**src/rtl/canFcPkg.sv**
```systemverilog
package canFcPkg;

  typedef enum logic [1:0] {
    FC_ACTIVE  = 2'd0,
    FC_PASSIVE = 2'd1,
    FC_BUSOFF  = 2'd2
  } fcState_t;

  // strobes from the control to the counter datapath
  typedef struct packed {
    logic tecInc;
    logic tecDec;
    logic recInc;
    logic recDec;
    logic clearAll;
  } cntCmd_t;

endpackage

```
**src/rtl/canFcCounters.sv**
```systemverilog
module canFcCounters
  import canFcPkg::*;
#(
  parameter int TEC_W   = 9,
  parameter int REC_W   = 8,
  parameter int TX_STEP = 8,
  parameter int RX_STEP = 1
) (
  input  logic             clk,
  input  logic             rstN,
  input  cntCmd_t          cmd,
  output logic [TEC_W-1:0] tecQ,
  output logic [REC_W-1:0] recQ,
  output logic [TEC_W-1:0] tecNxt,
  output logic [REC_W-1:0] recNxt
);

  localparam logic [REC_W:0]   REC_SAT = {1'b0, {REC_W{1'b1}}};
  localparam logic [REC_W:0]   REC_INC = (REC_W+1)'(RX_STEP);
  localparam logic [TEC_W-1:0] TEC_INC = TEC_W'(TX_STEP);

  logic [REC_W:0] recSum;

  always_comb begin
    recSum = {1'b0, recQ} + REC_INC;

    tecNxt = tecQ;
    if (cmd.clearAll)                      tecNxt = '0;
    else if (cmd.tecInc)                   tecNxt = tecQ + TEC_INC;
    else if (cmd.tecDec && (tecQ != '0))   tecNxt = tecQ - 1'b1;

    recNxt = recQ;
    if (cmd.clearAll)                      recNxt = '0;
    else if (cmd.recInc)                   recNxt = (recSum > REC_SAT) ? REC_SAT[REC_W-1:0]
                                                                       : recSum[REC_W-1:0];
    else if (cmd.recDec && (recQ != '0))   recNxt = recQ - 1'b1;
  end

  always_ff @(posedge clk) begin
    if (!rstN) begin
      tecQ <= '0;
      recQ <= '0;
    end else begin
      tecQ <= tecNxt;
      recQ <= recNxt;
    end
  end

endmodule

```
**src/rtl/canFcRecovery.sv**
```systemverilog
module canFcRecovery #(
  parameter int RUN_BITS  = 11,
  parameter int RUN_TOTAL = 128
) (
  input  logic clk,
  input  logic rstN,
  input  logic enable,
  input  logic bitTick,
  input  logic rxBit,
  output logic done
);

  localparam int RUN_W = $clog2(RUN_BITS);
  localparam int OCC_W = $clog2(RUN_TOTAL);
  localparam logic [RUN_W-1:0] RUN_LAST = RUN_W'(RUN_BITS - 1);
  localparam logic [OCC_W-1:0] OCC_LAST = OCC_W'(RUN_TOTAL - 1);

  logic [RUN_W-1:0] runCnt;
  logic [OCC_W-1:0] occCnt;
  logic             runEnd;

  always_comb begin
    runEnd = enable && bitTick && rxBit && (runCnt == RUN_LAST);
    done   = runEnd && (occCnt == OCC_LAST);
  end

  always_ff @(posedge clk) begin
    if (!rstN || !enable) begin
      runCnt <= '0;
      occCnt <= '0;
    end else if (bitTick) begin
      if (!rxBit) begin
        runCnt <= '0;
      end else if (runEnd) begin
        runCnt <= '0;
        occCnt <= occCnt + 1'b1;
      end else begin
        runCnt <= runCnt + 1'b1;
      end
    end
  end

endmodule

```
**src/rtl/canFcControl.sv**
```systemverilog
module canFcControl
  import canFcPkg::*;
#(
  parameter int TEC_W         = 9,
  parameter int REC_W         = 8,
  parameter int PASSIVE_LIMIT = 127,
  parameter int BUSOFF_LIMIT  = 255
) (
  input  logic             clk,
  input  logic             rstN,
  input  logic             txErrStb,
  input  logic             txOkStb,
  input  logic             rxErrStb,
  input  logic             rxOkStb,
  input  logic             recovDone,
  input  logic [TEC_W-1:0] tecNxt,
  input  logic [REC_W-1:0] recNxt,
  output cntCmd_t          cmd,
  output logic             inBusOff,
  output logic             errActive,
  output logic             errPassive,
  output logic             busOff
);

  localparam logic [TEC_W-1:0] TEC_PAS = TEC_W'(PASSIVE_LIMIT);
  localparam logic [REC_W-1:0] REC_PAS = REC_W'(PASSIVE_LIMIT);
  localparam logic [TEC_W-1:0] TEC_OFF = TEC_W'(BUSOFF_LIMIT);

  fcState_t stateQ, stateNxt;

  always_comb begin
    inBusOff     = (stateQ == FC_BUSOFF);
    cmd.tecInc   = !inBusOff && txErrStb;
    cmd.tecDec   = !inBusOff && !txErrStb && txOkStb;
    cmd.recInc   = !inBusOff && rxErrStb;
    cmd.recDec   = !inBusOff && !rxErrStb && rxOkStb;
    cmd.clearAll = inBusOff && recovDone;

    if (inBusOff)
      stateNxt = recovDone ? FC_ACTIVE : FC_BUSOFF;
    else if (tecNxt > TEC_OFF)
      stateNxt = FC_BUSOFF;
    else if ((tecNxt > TEC_PAS) || (recNxt > REC_PAS))
      stateNxt = FC_PASSIVE;
    else
      stateNxt = FC_ACTIVE;
  end

  always_ff @(posedge clk) begin
    if (!rstN) stateQ <= FC_ACTIVE;
    else       stateQ <= stateNxt;
  end

  always_comb begin
    errActive  = (stateQ == FC_ACTIVE);
    errPassive = (stateQ == FC_PASSIVE);
    busOff     = (stateQ == FC_BUSOFF);
  end

endmodule

```
**src/rtl/canFaultConf.sv**
```systemverilog
module canFaultConf
  import canFcPkg::*;
#(
  parameter int TEC_W         = 9,
  parameter int REC_W         = 8,
  parameter int TX_STEP       = 8,
  parameter int RX_STEP       = 1,
  parameter int PASSIVE_LIMIT = 127,
  parameter int BUSOFF_LIMIT  = 255,
  parameter int RUN_BITS      = 11,
  parameter int RUN_TOTAL     = 128
) (
  input  logic             clk,
  input  logic             rstN,
  input  logic             txErrStb,
  input  logic             txOkStb,
  input  logic             rxErrStb,
  input  logic             rxOkStb,
  input  logic             bitTick,
  input  logic             rxBit,
  output logic             errActive,
  output logic             errPassive,
  output logic             busOff,
  output logic [TEC_W-1:0] tecVal,
  output logic [REC_W-1:0] recVal
);

  cntCmd_t          cmd;
  logic [TEC_W-1:0] tecNxt;
  logic [REC_W-1:0] recNxt;
  logic             recovDone;
  logic             inBusOff;

  canFcControl #(
    .TEC_W(TEC_W), .REC_W(REC_W),
    .PASSIVE_LIMIT(PASSIVE_LIMIT), .BUSOFF_LIMIT(BUSOFF_LIMIT)
  ) ctrl_i (
    .clk(clk), .rstN(rstN),
    .txErrStb(txErrStb), .txOkStb(txOkStb),
    .rxErrStb(rxErrStb), .rxOkStb(rxOkStb),
    .recovDone(recovDone), .tecNxt(tecNxt), .recNxt(recNxt),
    .cmd(cmd), .inBusOff(inBusOff),
    .errActive(errActive), .errPassive(errPassive), .busOff(busOff)
  );

  canFcCounters #(
    .TEC_W(TEC_W), .REC_W(REC_W), .TX_STEP(TX_STEP), .RX_STEP(RX_STEP)
  ) cnt_i (
    .clk(clk), .rstN(rstN), .cmd(cmd),
    .tecQ(tecVal), .recQ(recVal), .tecNxt(tecNxt), .recNxt(recNxt)
  );

  canFcRecovery #(
    .RUN_BITS(RUN_BITS), .RUN_TOTAL(RUN_TOTAL)
  ) rec_i (
    .clk(clk), .rstN(rstN), .enable(inBusOff),
    .bitTick(bitTick), .rxBit(rxBit), .done(recovDone)
  );

endmodule

```
**config.mk**
```make
export PLATFORM = sky130hd
export DESIGN_NAME = canFaultConf
export DESIGN_NICKNAME = d
export VERILOG_FILES = /design/src/rtl/canFcPkg.sv /design/src/rtl/canFcCounters.sv /design/src/rtl/canFcRecovery.sv /design/src/rtl/canFcControl.sv /design/src/rtl/canFaultConf.sv
export SDC_FILE = /design/constraint.sdc
export NUM_CORES = 1
export LEC_CHECK = 0
export BUFFER_PORTS_ARGS = -buffer_cell sky130_fd_sc_hd__buf_2
export CAP_MARGIN = 40
export CORE_UTILIZATION = 30
export DETAILED_ROUTE_END_ITERATION = 16
export GPL_ROUTABILITY_DRIVEN = 0
export GPL_TIMING_DRIVEN = 0
export HOLD_SLACK_MARGIN = 0.15
export PLACE_DENSITY = 0.57
export SLEW_MARGIN = 40
export SYNTH_ARGS = -nofsm -noshare
export SYNTH_HDL_FRONTEND = slang
export SYNTH_SLANG_ARGS = --single-unit
```
**constraint.sdc**
```tcl
create_clock -name clk -period 1.9 [get_ports clk]
set_input_delay 0.19 -clock clk [delete_from_list [all_inputs] [get_ports clk]]
set_output_delay 0.19 -clock clk [all_outputs]
set_load 0.1 [all_outputs]
```
Word level (Yosys, flattened, before mapping)
Index checks and enable logic that the tools add are counted.
{"block": "op_classes", "addsub": 6, "order_cmp": 4, "eq_ne": 4, "n_mux": 13, "reduce_logical": 23}
{"operator": "two-way mux 8 bit", "count": 4}
{"operator": "two-way mux 9 bit", "count": 3}
{"operator": "> comparator 9 x 8 -> 1 bit (second input constant)", "count": 2}
{"operator": "logical AND 1 bit", "count": 13}
{"operator": "adder 8 x 1 -> 9 bit (second input constant)", "count": 1}
{"operator": "adder 9 x 4 -> 9 bit (second input constant)", "count": 1}
{"operator": "> comparator 9 x 7 -> 1 bit (second input constant)", "count": 1}
{"operator": "nonzero test 9 bit", "count": 1}
{"operator": "subtractor 9 x 1 -> 9 bit (second input constant)", "count": 1}
{"operator": "> comparator 8 x 7 -> 1 bit (second input constant)", "count": 1}
{"operator": "two-way mux 4 bit", "count": 2}
{"operator": "nonzero test 8 bit", "count": 1}
{"operator": "subtractor 8 x 1 -> 8 bit (second input constant)", "count": 1}
{"operator": "adder 7 x 1 -> 7 bit (second input constant)", "count": 1}
{"operator": "== test 7 bit (second input constant)", "count": 1}
{"operator": "two-way mux 2 bit", "count": 3}
{"operator": "adder 4 x 1 -> 4 bit (second input constant)", "count": 1}
{"operator": "== test 4 bit (second input constant)", "count": 1}
{"operator": "logical NOT 1 bit", "count": 4}
{"operator": "AND reduction 3 bit", "count": 1}
{"operator": "== test 2 x 1 -> 1 bit (second input constant)", "count": 1}
{"operator": "== test 2 bit (second input constant)", "count": 1}
{"operator": "logical NOT 2 bit", "count": 1}
{"operator": "logical OR 1 bit", "count": 2}
{"operator": "two-way mux 1 bit", "count": 1}
{"block": "word_totals", "ff_bits": 30, "input_bits": 8, "wordCells": 55}

Depth between registers and ports, before layout
{"block": "logic_depth", "ltp_word": 13, "ltp_mapped": 8, "ltp_nobuf": 7}

Cells and area by module
A second synthesis with hierarchy kept.
{"block": "hier_totals", "cells_unflattened": 260, "hier_area_um2": 2153.3}
{"mod": "canFcCounters", "n_inst": 1, "cells_each": 177, "area_each_um2": 1415.1, "seq_area_each_um2": 340.3}
{"mod": "canFcRecovery", "n_inst": 1, "cells_each": 67, "area_each_um2": 574.3, "seq_area_each_um2": 220.2}
{"mod": "canFcControl", "n_inst": 1, "cells_each": 16, "area_each_um2": 163.9, "seq_area_each_um2": 40.0}

Worst setup path before layout
OpenSTA, ideal clock, no wires.
{"block": "synth_path", "path_kind": "flip-flop to flip-flop", "from": "register cnt_i.tecQ[0]", "to": "register ctrl_i.stateQ[0]", "setup_time_ps": 133, "t_arrival_ps": 2391, "setup_slack_ps": -625, "path_stages_with_launch": 8, "n_path_buf": 0, "synth_period_minus_slack_ps": 2525, "path_cell_list": "dfxtp_1 > inv_1 > ha_1 > nor4b_2 > and2_2 > or3_1 > o211ai_1 > a211oi_2"}
{"block": "synth_via", "elab_chain_len": 10, "elab_cells_between_ends": 13}
{"item": "start, declared", "line_no": "canFcCounters.sv:12", "text": "output logic [TEC_W-1:0] tecQ,"}
{"item": "start signal, assigned", "line_no": "canFcCounters.sv:44", "text": "tecQ <= tecNxt;"}
{"item": "parallel branches: the longest is 3 deep, another holds subtractor 9 x 1 -> 9 bit"}
{"item": "two-way mux 9 bit (*)", "line_no": "canFcCounters.sv:29", "text": "else if (cmd.tecInc) tecNxt = tecQ + TEC_INC;"}
{"item": "two-way mux 9 bit (*)", "line_no": "canFcCounters.sv:28", "text": "if (cmd.clearAll) tecNxt = '0;"}
{"item": "> comparator 9 x 7 -> 1 bit", "line_no": "canFcControl.sv:43", "text": "else if ((tecNxt > TEC_PAS) || (recNxt > REC_PAS))"}
{"item": "logical OR 1 bit", "line_no": "canFcControl.sv:43"}
{"item": "two-way mux 1 bit", "line_no": "canFcControl.sv:43"}
{"item": "two-way mux 2 bit (*)", "line_no": "canFcControl.sv:41", "text": "else if (tecNxt > TEC_OFF)"}
{"item": "two-way mux 2 bit (*)", "line_no": "canFcControl.sv:39", "text": "if (inBusOff)"}
{"item": "end signal, assigned", "line_no": "canFcControl.sv:51", "text": "else stateQ <= stateNxt;"}
{"item": "end, declared", "line_no": "canFcControl.sv:29", "text": "fcState_t stateQ, stateNxt;"}
Mark *: on every way between the ends.
A chain may end at the register's enable or synchronous reset.

Worst setup path in the final report
{"block": "layout_path", "from": "register rec_i.occCnt[0]", "to": "register cnt_i.recQ[2]"}
{"block": "layout_via", "elab_chain_len": 4}
{"item": "start, declared", "line_no": "canFcRecovery.sv:19", "text": "logic [OCC_W-1:0] occCnt;"}
{"item": "start signal, assigned", "line_no": "canFcRecovery.sv:36", "text": "occCnt <= occCnt + 1'b1;"}
{"item": "== test 7 bit", "line_no": "canFcRecovery.sv:24", "text": "done = runEnd && (occCnt == OCC_LAST);"}
{"item": "logical AND 1 bit", "line_no": "canFcRecovery.sv:24"}
{"item": "logical AND 1 bit", "line_no": "canFcControl.sv:37", "text": "cmd.clearAll = inBusOff && recovDone;"}
{"item": "two-way mux 8 bit", "line_no": "canFcCounters.sv:33", "text": "if (cmd.clearAll) recNxt = '0;"}
{"item": "end signal, assigned", "line_no": "canFcCounters.sv:45", "text": "recQ <= recNxt;"}
{"item": "end, declared", "line_no": "canFcCounters.sv:13", "text": "output logic [REC_W-1:0] recQ,"}
No other way between the ends.

==> flow_summary.json <==
{
  "synthTopCellsByArea": "dfxtp_1, ha_1, nor2_1, nand4_1, nand3_1",
  "wirelength_um": 5063,
  "seq_area_frac_synth_pct": 29.00,
  "avgRoutedWirePerCell_um": 14.42,
  "clkTransAtPathRegs_ns": 0.07,
  "cap_viol_max_count": 0,
  "syn-cell-area_um2": 2071,
  "arrival_ns": 1.94,
  "grt-ovfl-total": 0,
  "syn_nets": 258,
  "rsz0062_at_grt": "no",
  "ys_warn_count": 0,
  "hold_viol": 0,
  "cts_tree": "done",
  "clkPwrFrac_pct": 21.2,
  "final_area_um2": 2487,
  "synth-async-reset-ratio_pct": 0,
  "pwr-share-seq_pct": 29.1,
  "required_ns": 2.06,
  "cts-buffers-inserted": 5,
  "fin_tns_setup_ns": 0,
  "start_kind": "flip-flop",
  "drtIter0Drc": 114,
  "switchingPower_mw": 1.452,
  "core_um2": 6495,
  "grt_pass1_vias": 1784,
  "dp_hpwl_um": 3632,
  "nets": 292,
  "skew_ns": 0.006748,
  "hp-class": "in2reg",
  "path_max_fanout": 10,
  "ys_ff_latch": 30,
  "die_w_um": 85.08,
  "drive_gt1_share_pct": 31.75,
  "drc": 0,
  "final_core_util_pct": 38.30,
  "fp-row-count": 29,
  "min_period_over_period_pct": 93.87,
  "status": "finished clean",
  "grt_max_degree": 11,
  "yosysUniqueCellTypes": 66,
  "grt_util_all_layers_pct": 14.71,
  "vdd_ir_drop_max_uv": 751.9,
  "drv_slew": 0,
  "htreeDepth": 2,
  "port_buffers": 27,
  "avgSynthCellArea_um2": 8.664,
  "total_power_mw": 2.957,
  "p_per_area_nw_per_um2": 1189,
  "dr_wl_met3_um": 193,
  "wl_met1_um": 2516,
  "syn2layout_area_growth_pct": 20.12,
  "viasPerCell": 5.242,
  "highest_layer": "met4",
  "fin_crit_ns": 1.783,
  "setup_viol": 0,
  "tightest_slew_ns": 0.4940,
  "synth_top_area_share_pct": 29.00,
  "fmax_mhz": 560.7,
  "p_int_mw": 1.505,
  "clock_path_buffers": 2,
  "crit_path_end_kind": "flip-flop",
  "cts.sinks": 30,
  "grt_antenna_before_repair": 0,
  "grt_pass1_wl_um": 8535,
  "ios": 28,
  "crit_type": "reg2reg",
  "synth_area_leader_cell": "dfxtp_1",
  "start_util_pct": 31.88,
  "syn_inst": 239,
  "num_vias": 1840,
  "dieArea_um2": 7239,
  "die_y_um": 85.08,
  "slew_headroom_pct": 67.29,
  "ys.flop_type": "dfxtp_1",
  "clk-insertion-delay-late_ns": 0.28,
  "dpl_cell_area_um2": 2337,
  "drt_first_pass_iters": 4,
  "postCtsSetupRepairBufs": 0,
  "cts_root_buffer": "clkbuf_8",
  "power_frac_comb_pct": 49.7,
  "synth_edf_count": 0,
  "wl_met2_um": 2283,
  "leakage_nw": 0.9831,
  "antennaDiodeCount": 0,
  "ant_nets": 0,
  "swShare_pct": 49.10
}
==> power by group through the flow <==
stage	Sequential, mW	Combinational (mW)	Clock [mW]
6_report	0.860	1.47	0.628
5_1_grt	0.874	1.56	0.684
4_1_cts	0.855	1.46	0.649
3_5_place_dp	0.869	1.45	0
3_3_place_gp	0.866	1.45	0
2_1_floorplan	1.33	0.746	0
==> through the flow <==
stage | setup WS, ns | std cells | hold WS [ns]
after CTS | 0.05171 | 351 | 0.1928
after global routing | 0.01537 | 351 | 0.2019
after floorplan | -0.003662 | 239 | 0.3277
final | 0.1165 | 351 | 0.2138
after global placement | 0.08982 | 343 | 0.4855
after detailed placement | 0.07391 | 343 | 0.4936
==> per-layer routing <==
metal	up-vias	global-route usage, %
met1	857	19.64
met4	0	5.547
met3	6	3.988
met5	-	0
met2	37	22.58
li1	940	-
==> what timing repair did <==
action | 4_1_cts | 5_1_grt
resized for setup | 0 | 6
hold buffers | 0 | 0
endpoints found under the setup margin | 0 | 14
==> worst paths after layout <==
| kind | start | endpoint | slack, ns | depth (start not counted) |
|---|---|---|---|---|
| worst max register to register | rec_i.occCnt[0] | cnt_i.recQ[2] | 0.12 | 7 |
| worst min register to register | rec_i.runCnt[0] | rec_i.runCnt[0] | 0.52 | 2 |
| worst max-delay path | rec_i.occCnt[0] | cnt_i.recQ[2] | 0.12 | 7 |
| worst min-delay path | rstN | ctrl_i.stateQ[0] | 0.21 | 3 |
==> sequential cells by signal (all words and copies together), names as in the netlist <==
signal / cells
ctrl_i.stateQ: 2
cnt_i.recQ: 8
rec_i.occCnt: 7
cnt_i.tecQ: 9
rec_i.runCnt: 4
==> final cells by class <==
type | instances | area, um2
fill | 666 | 4008
inverter | 11 | 41.29
tap | 77 | 96.34
buffer | 11 | 70.07
sequential | 30 | 634.4
clock buffer | 8 | 111.4
timing repair buffer | 27 | 135.1
multi-input combinational | 187 | 1399
==> placed cells by master, fill, tap and decap left out, types with 3 or more instances in the layout <==
cell type / count
buf_4: 3
nor3_1: 10
nand4b_1: 3
nand4_1: 11
o211ai_1: 4
nand2b_1: 3
nor2_1: 32
buf_2: 31
dfxtp_1: 13
ha_1: 10
o21ai_0: 3
nor4b_2: 3
xor2_1: 7
clkbuf_8: 6
nand3_1: 13
a21oi_1: 9
nand2_1: 13
xnor2_1: 6
inv_1: 10
dfxtp_4: 5
and3_1: 3
dfxtp_2: 12
==> worst max-delay path, stage by stage, from the launching register on <==
cell	delay [ns]
dfxtp_1	0.40
ha_2	0.24
nand2_1	0.11
o41ai_4	0.39
buf_6	0.21
nor2_1	0.05
o32ai_1	0.14
a21oi_1	0.11
==> Yosys cell counts (3+ instances only) <==
cell type,n
nand3_1,13
o21ai_0,3
ha_1,11
o211ai_1,4
xnor2_1,6
xor2_1,7
nand2b_1,3
nand4_1,11
nand4b_1,3
and3_1,3
a21oi_1,9
dfxtp_1,30
buf_4,4
nor3_1,10
inv_1,10
buf_2,4
nor2_1,32
nand2_1,13
==> kinds of logic (layout without fill, tap and decap cells) <==
kind of cell / count (synthesis) / in the layout / share of synthesized area, %
AO/OA/AOI/OAI: 42 / 42 / 16.74
XOR/XNOR: 13 / 13 / 5.499
adder cells (fa/ha/maj): 11 / 11 / 6.646
buffers and inverters: 22 / 57 / 5.196
flip-flops: 30 / 30 / 29.00
multiplexers: 4 / 4 / 2.054
AND/OR/NAND/NOR: 117 / 117 / 34.87
(Power assumes the default switching activity.)
